File: src/rtl/slice_pwm_pkg.sv
package slice_pwm_pkg;
  typedef struct packed {
    logic advance;
    logic load;
  } ctlStrobe_t;
endpackage

File: src/rtl/slice_pwm_ctl.sv
module slice_pwm_ctl
  import slice_pwm_pkg::*;
#(
  parameter int NUM_CH  = 4,
  localparam int NUM_CTR = 2 * NUM_CH,
  localparam int SEL_W   = $clog2(NUM_CTR)
) (
  input  logic               stepEn,
  input  logic               loadEn,
  input  logic [SEL_W-1:0]   loadSel,
  output ctlStrobe_t         strobe,
  output logic [NUM_CTR-1:0] loadMask
);
  // a preload wins over a step in the same cycle
  always_comb begin
    strobe.load    = loadEn;
    strobe.advance = stepEn && !loadEn;
  end

  always_comb begin
    loadMask = '0;
    for (int c = 0; c < NUM_CTR; c++) begin
      if (loadEn && (int'(loadSel) == c)) loadMask[c] = 1'b1;
    end
  end
endmodule

File: src/rtl/slice_pwm_dp.sv
module slice_pwm_dp
  import slice_pwm_pkg::*;
#(
  parameter int CNT_W   = 5,
  parameter int NUM_CH  = 4,
  localparam int NUM_CTR = 2 * NUM_CH
) (
  input  logic               clk,
  input  logic               rst_n,
  input  ctlStrobe_t         strobe,
  input  logic [NUM_CTR-1:0] loadMask,
  input  logic [CNT_W-1:0]   loadVal,
  output logic [NUM_CTR-1:0] rollMask,
  output logic [NUM_CH-1:0]  pwmOut
);
  logic [CNT_W-1:0][NUM_CTR-1:0] plane;
  logic [CNT_W-1:0][NUM_CTR-1:0] planeNext;
  logic [CNT_W:0][NUM_CTR-1:0]   carry;
  logic [NUM_CH-1:0]             pwmState;

  // plane 0 sees an all-ones carry, so it simply inverts
  assign carry[0] = '1;

  for (genvar n = 0; n < CNT_W; n++) begin : g_plane
    // toggle where a borrow arrives; pass on bits that went 0 -> 1
    assign planeNext[n] = plane[n] ^ carry[n];
    assign carry[n+1]   = carry[n] & planeNext[n];

    always_ff @(posedge clk) begin
      if (!rst_n) begin
        plane[n] <= '0;
      end else if (strobe.load) begin
        plane[n] <= (plane[n] & ~loadMask) | (loadMask & {NUM_CTR{loadVal[n]}});
      end else if (strobe.advance) begin
        plane[n] <= planeNext[n];
      end
    end
  end

  assign rollMask = carry[CNT_W];

  // the clear from a turn-off counter is applied after the set
  always_ff @(posedge clk) begin
    if (!rst_n) begin
      pwmState <= '0;
    end else if (strobe.advance) begin
      pwmState <= (pwmState | rollMask[NUM_CH-1:0]) & ~rollMask[NUM_CTR-1:NUM_CH];
    end
  end

  assign pwmOut = pwmState;
endmodule

File: src/rtl/slice_pwm.sv
module slice_pwm
  import slice_pwm_pkg::*;
#(
  parameter int CNT_W  = 5,
  parameter int NUM_CH = 4,
  localparam int NUM_CTR = 2 * NUM_CH,
  localparam int SEL_W   = $clog2(NUM_CTR)
) (
  input  logic              clk,
  input  logic              rst_n,
  input  logic              stepEn,
  input  logic              loadEn,
  input  logic [SEL_W-1:0]  loadSel,
  input  logic [CNT_W-1:0]  loadVal,
  output logic [NUM_CH-1:0] pwmOut
);
  ctlStrobe_t         strobe;
  logic [NUM_CTR-1:0] loadMask;
  logic [NUM_CTR-1:0] rollMask;

  slice_pwm_ctl #(.NUM_CH(NUM_CH)) uCtl (
    .stepEn  (stepEn),
    .loadEn  (loadEn),
    .loadSel (loadSel),
    .strobe  (strobe),
    .loadMask(loadMask)
  );

  slice_pwm_dp #(.CNT_W(CNT_W), .NUM_CH(NUM_CH)) uDp (
    .clk     (clk),
    .rst_n   (rst_n),
    .strobe  (strobe),
    .loadMask(loadMask),
    .loadVal (loadVal),
    .rollMask(rollMask),
    .pwmOut  (pwmOut)
  );
endmodule

File: config.mk
export PLATFORM = sky130hd
export DESIGN_NAME = slice_pwm
export DESIGN_NICKNAME = d
export VERILOG_FILES = /design/src/rtl/slice_pwm_pkg.sv /design/src/rtl/slice_pwm_ctl.sv /design/src/rtl/slice_pwm_dp.sv /design/src/rtl/slice_pwm.sv
export SDC_FILE = /design/constraint.sdc
export NUM_CORES = 1
export LEC_CHECK = 0
export BUFFER_PORTS_ARGS = -buffer_cell sky130_fd_sc_hd__buf_4
export CORE_ASPECT_RATIO = 1.1
export CORE_MARGIN = 2
export CORE_UTILIZATION = 57
export CTS_BUF_LIST = sky130_fd_sc_hd__clkbuf_4
export DETAILED_ROUTE_END_ITERATION = 12
export GPL_TIMING_DRIVEN = 0
export PLACE_DENSITY_LB_ADDON = 0.2
export SYNTH_ARGS = -nofsm -noshare
export SYNTH_HDL_FRONTEND = slang
export SYNTH_SLANG_ARGS = --single-unit
File: constraint.sdc
create_clock -name clk -period 1.68 [get_ports clk]
set_input_delay 0.336 -clock clk [delete_from_list [all_inputs] [get_ports clk]]
set_output_delay 0.336 -clock clk [all_outputs]
set_load 0.02 [all_outputs]
Word level (Yosys, flattened, before mapping)
Cells that the tools add are included.
Widths: inputs -> output; s select.

word-level totals
  register bits after elaboration = 44

cells by class
  reductions and logical operators = 12
  bitwise gates (word level) = 28
  equal/unequal tests = 7
  multiplexer cells = 18

operator list
  operator            number
  $and 8x8->8         14
  $mux 8              10
  $or 8x8->8          5
  $xor 8x8->8         4
  $not 8->8           2
  $eq 3x3->1 const B  4
  $logic_and 1x1->1   9
  $mux 1              8
  $eq 3x2->1 const B  2
  $and 4x4->4         1
  $not 4->4           1
  $or 4x4->4          1
  $eq 3x1->1 const B  1
  $logic_not 3->1     1
  $reduce_bool 2->1   1
  $logic_not 1->1     1

Depth between registers and ports, before layout
Gate-level depths: netlist of the first run.

  depth in word-level cells = 11
  depth in mapped cells = 7
  gate-level depth less buffers = 7

Cells and area by module
From an unflattened synthesis of the first run, not the netlist that was laid out.

unflattened totals
  cell total of the unflattened synthesis = 302
  area, all modules = 2578.7 um2

by module, submodules not included
  module         instances  area an instance (um2)  seq. area each (um2)  cells an instance
  slice_pwm_dp   1          2468.6                  880.8                 292
  slice_pwm_ctl  1          110.1                   0.0                   10

Worst setup path after synthesis of the first run
No wires, ideal clock.

  path type = register to register
  from = register with a tool-made name
  to = register with a tool-made name
  stages on the path, launching flop included = 7
  data arrival time = 1471 ps
  path buffers = 0
  library setup time = 103 ps
  slack = 106 ps
  cells stage by stage = dfxtp_1 inv_1 ha_1 ha_1 ha_1 ha_1 a2111oi_2

==> metrics.txt, run 1 <==
status=complete, no violations; Rel. slew slack=65.4%; max cap viols=0; Setup violations, final=0; Iter 0 DRT Violations=160; # diodes=0; final core utilization=65.7%; final cell count without fillers=343; number of global-route vias before repair=2037; Power, Total=2.34 mW; post-synthesis sequential area ratio=34.5%; Hold Path Class=in2reg; Post-CTS Setup Bufs=0; RSZ-0062 raised after global routing=true; CTS sink count=44; layout cells sized above 1=20.4%; GR Util All Layers=25.6%; crit-path max FO=2; Mapped Area=2550 sq um; yosys warns=0; clk slew on worst S/H paths=130 ps; CTS tree=done; final net count=335; wire per inst=17.5 um; final instance area=2830 sq um; setup ws final=50.1 ps; Synth-to-Final Area Change=11.0%; CTS Buffer Depth=2; routability congestion estimate=0.788; Synth cell types=30; Place WS=-2.82 ps; Placed Cells=338; first-pass GRT wire length=9.54 mm; fill cell count=385; most common cell after layout, fill and taps aside=inv_1; Async SR Flop Fraction=0%; Vias/cell=6.10; PwrDens=827 nW/um^2; Critical Path RT=1940 ps; DP Wirelength=4.23 mm; Post-synth EDFFs=0; Worst-Margin Slew=519 ps; Final Cycle Share=97.0%; Worst Setup End Kind=register; grt total ovfl=0; setup_tns=0 ps; Min Clock Period, post-route=1630 ps; Post-Syn Area per Cell=9.49 sq um; smallest hold slack=317 ps; Main synth FF type=dfxtp_1; largest net degree at the start of global routing=12; # IOs=16; Via Count=2091; clk root buf=clkbuf_4; multi-input logic area=1450 sq um; Final Hold Fails=0; Leak=1.21 nW; fmax=614 MHz; CP Class=reg2reg; CTS Buf Count=5; Syn Inst Count=269; syn nets=313; skew final=9.56 ps; # H-tree levels=2; core box area=4320 sq um; register bit total from synthesis=44; Post-DP Area=2730 sq um; standard-cell rows=25; Slew Limit Fails=0; Residual DRC=0; Worst EP arrival=1890 ps; most frequent cells in the layout=inv_1, dfxtp_1, ha_1; Worst Setup Start Kind=register; FF/Latch Area=890 sq um; Die Ht=74.2 um; Die Area=5030 sq um; initial antenna violation count=0; Antenna Violating Nets Remaining=0; final wirelength=5.99 mm; peak supply drop=0.000570 V; drt pass-1 iters=4; Die Wd=67.8 um; IO buf count=15; Initial Util=59.1%; Clock Latency Late Sink=360 ps
==> metal layers <==
layer	vias to the layer above	part of all wire, %	track usage (%)
li1	1058	-	-
met1	995	47	30.6
met2	33	49	45.2
met3	5	3.2	6.05
met4	0	0.92	7.56
met5	-	0	0
==> synth_stat cells (all sizes together), types with 2 or more instances <==
cell     number  area, sq um
nand4bb       3         38.8
buf          19          110
a22oi         4         30.0
o32ai        17          149
ha           32          400
a41o         17          170
nand4         4         25.0
nand3        22          110
clkbuf        3         11.3
inv          41          154
a2bb2oi      15          131
a211oi        4         30.0
dfxtp        44          881
o211ai        3         22.5
a21oi        23          115
nand2         5         18.8
and4bb        2         25.0
nand4b        3         45.0
==> critical path, stage by stage, from the launching register on <==
cell     delay [ps]
dfxtp_2         350
inv_1            60
ha_1            190
ha_1            190
ha_1            180
ha_1            280
o32ai_2          70
a41o_1          210
==> path summary, 6_finish.rpt <==
kind | end | slack (ps) | startpoint | depth (start not counted)
max | register | 50 | register | 7
max reg2reg | register | 50 | register | 7
min | register | 320 | loadVal[4] | 3
min reg2reg | register | 470 | register | 2
==> final cells by class <==
class	instances	share of cell area [%]
multi-input cells	162	51.2
flip-flops and latches	44	31.4
inverters	41	5.43
plain buffers	22	4.28
repair buffers	15	3.97
well taps	54	2.38
clock buffers	5	1.32
==> power breakdown <==
part	internal (mW)	switching (mW)
Sequential	1.15	0.0478
Clock	0.141	0.331
Combinational	0.331	0.348
Total	1.62	0.727
==> cell families after synthesis <==
logic type                 Yosys count  share of synthesized area [%]
AOI/OAI and AO/OA                   84                           26.0
buffers and inverters               63                           10.8
and+or+nand+nor                     46                           13.0
DFF                                 44                           34.5
adders and majority gates           32                           15.7
==> timing repair <==
item / in CTS / in global routing
hold buffers: 0 / 0
pin swaps: 2 / 3
resized for setup: 5 / 8
setup endpoints to repair: 4 / 6
Power figures use the tool's default switching activity.
==> run 2, diff against run 1 <==
Settings changed: BUFFER_PORTS_ARGS -buffer_cell sky130_fd_sc_hd__buf_4 to default, CORE_UTILIZATION 57 to 59, DONT_BUFFER_PORTS from default to 1.
==> metrics.txt, run 2 (synthesis results as in run 1) <==
Setup violations, final=0 (unchanged); Synth-to-Final Area Change=8.97% (was 11.0%); Via Count=2078 (was 2091); number of global-route vias before repair=1904 (was 2037); hold buffer count at cts=0 (unchanged); R2R setup slack=40 ps (was 50 ps); # diodes=0 (unchanged); CP Class=reg2reg (unchanged); final wirelength=5.78 mm (was 5.99 mm); core box area=4220 sq um (was 4320 sq um); Hold Path Class=in2reg (unchanged); reg2reg path depth=6 (was 7); first-pass GRT wire length=9.43 mm (was 9.54 mm); skew final=24.5 ps (was 9.56 ps); multi-input logic area=1480 sq um (was 1450 sq um); drt pass-1 iters=4 (unchanged); Critical Path RT=1960 ps (was 1940 ps); Worst Hold Depth=2 (was 3); largest net degree at the start of global routing=13 (was 12); grt total ovfl=0 (unchanged); Post-DP Area=2620 sq um (was 2730 sq um); Vias/cell=6.26 (was 6.10); CTS Buffer Depth=2 (unchanged); wire per inst=17.4 um (was 17.5 um); status=complete, no violations (unchanged); Iter 0 DRT Violations=110 (was 160); fill cell count=360 (was 385); CP peak stage delay=360 ps (was 350 ps); GR Util All Layers=25.9% (was 25.6%); Comb power frac=27.1% (was 29.0%); final net count=322 (was 335); Hold Startpoint=loadVal[4] (unchanged); Rel. slew slack=67.2% (was 65.4%); Final Cycle Share=97.6% (was 97.0%); initial antenna violation count=0 (unchanged); CTS tree=done (unchanged); # IOs=16 (unchanged); Die Area=4870 sq um (was 5030 sq um); Leak=1.15 nW (was 1.21 nW); FF/Latch Area=891 sq um (was 890 sq um); Worst Setup End Kind=register (unchanged); max cap viols=0 (unchanged); Worst-Margin Slew=491 ps (was 519 ps); final core utilization=65.9% (was 65.7%); peak supply drop=0.000569 V (was 0.000570 V); Sw Ratio=30.5% (was 31.0%); Placed Cells=323 (was 338); DP Wirelength=4.11 mm (was 4.23 mm); layout cells sized above 1=21.2% (was 20.4%); routability congestion estimate=0.770 (was 0.788); PwrDens=848 nW/um^2 (was 827 nW/um^2); Slew Limit Fails=0 (unchanged); Most common cell on crit path=ha_2 (was ha_1); most frequent cells in the layout=inv_1, dfxtp_1, ha_1 (unchanged); clk slew on worst S/H paths=140 ps (was 130 ps); Clock Latency Late Sink=370 ps (was 360 ps); Final Hold Fails=0 (unchanged); standard-cell rows=25 (unchanged); final cell count without fillers=332 (was 343); CTS Buf Count=5 (unchanged); Power, Total=2.36 mW (was 2.34 mW); clk root buf=clkbuf_4 (unchanged); slowest stage cell, crit path=dfxtp_2 (unchanged); Worst EP arrival=1920 ps (was 1890 ps); fmax=610 MHz (was 614 MHz); clock share of power=21.9% (was 20.1%); Int Power=1.64 mW (was 1.62 mW); Worst Setup Start Kind=register (unchanged); Min Clock Period, post-route=1640 ps (was 1630 ps); P_sw=0.720 mW (was 0.727 mW); most common cell after layout, fill and taps aside=inv_1 (unchanged); Flop pwr share=51.0% (was 50.9%); final instance area=2780 sq um (was 2830 sq um); crit-path max FO=2 (unchanged); Antenna Violating Nets Remaining=0 (unchanged); Die Ht=73.0 um (was 74.2 um); Initial Util=60.4% (was 59.1%); CTS sink count=44 (unchanged); IO buf count=0 (was 15); CP Cell Sequence=inv_1, ha_2, ha_2, ha_2, ha_1, a2111oi_2 (was inv_1, ha_1, ha_1, ha_1, ha_1, o32ai_2, a41o_1); Die Wd=66.7 um (was 67.8 um); Residual DRC=0 (unchanged); # H-tree levels=2 (unchanged)
run 2: cell count changes in the layout (fill, tap and decap cells not counted), moves of 2 or more:
| cell | before | now |
|---|---|---|
| a2bb2oi_2 | 0 | 2 |
| buf_4 | 17 | 4 |
| a2bb2oi_1 | 15 | 13 |
| ha_1 | 31 | 24 |
| ha_2 | 0 | 6 |
run 2: how the worst max path moves through the flow:
stage	slack, ps	end	cells after the start
finish	40	register	6
global route	-7	register	7
CTS	4	register	7
detailed placement	5	register	7
global placement	30	register	7
floorplan	110	register	6
run 2: cell type report:
class                           instances  area share, %
Multi-Input combinational cell        162           53.3
Sequential cell                        44           32.0
Inverter                               41           5.53
Buffer                                 22           4.36
Tap cell                               54           2.43
Clock buffer                            6           1.62
Timing Repair Buffer                    2          0.540
Clock inverter                          1          0.180
run 2: through the flow:
step	setup slack [ps]	TNS [ps]	hold WS [ps]
3_3_place_gp	27.3	0	454
6_report	40.6	0	129
4_1_cts	3.56	0	125
5_1_grt	-6.80	-6.80	127
3_5_place_dp	5.22	0	458
2_1_floorplan	106	0	448
run 2: power by group through the flow:
stage                     clock (mW)  sequential [mW]  combinational, mW
after floorplan                    0             1.21              0.457
after global placement             0             1.22              0.556
after detailed placement           0             1.22              0.573
after CTS                      0.530             1.20              0.588
after global routing           0.564             1.22              0.730
final                          0.516             1.20              0.640
run 2: critical path, delay by kind of cell (launching register included):
family	cells	cell delay, ps
AO/OA/AOI/OAI	1	340
buffers and inverters	1	50
flip-flops	1	360
adder cells (fa/ha/maj)	4	800
run 2: repair_timing:
action                     4_1_cts  5_1_grt
resized for setup                7       16
pin swaps                        0        6
setup endpoints to repair        4        8
buffers inserted                 0        2
run 2: routing by layer:
metal	track usage, %	vias to the layer above	wire length, um
met1	33.4	993	2590
li1	-	1037	-
met4	9.75	0	124
met5	0	-	0
met2	42.9	36	2880
met3	5.09	12	182
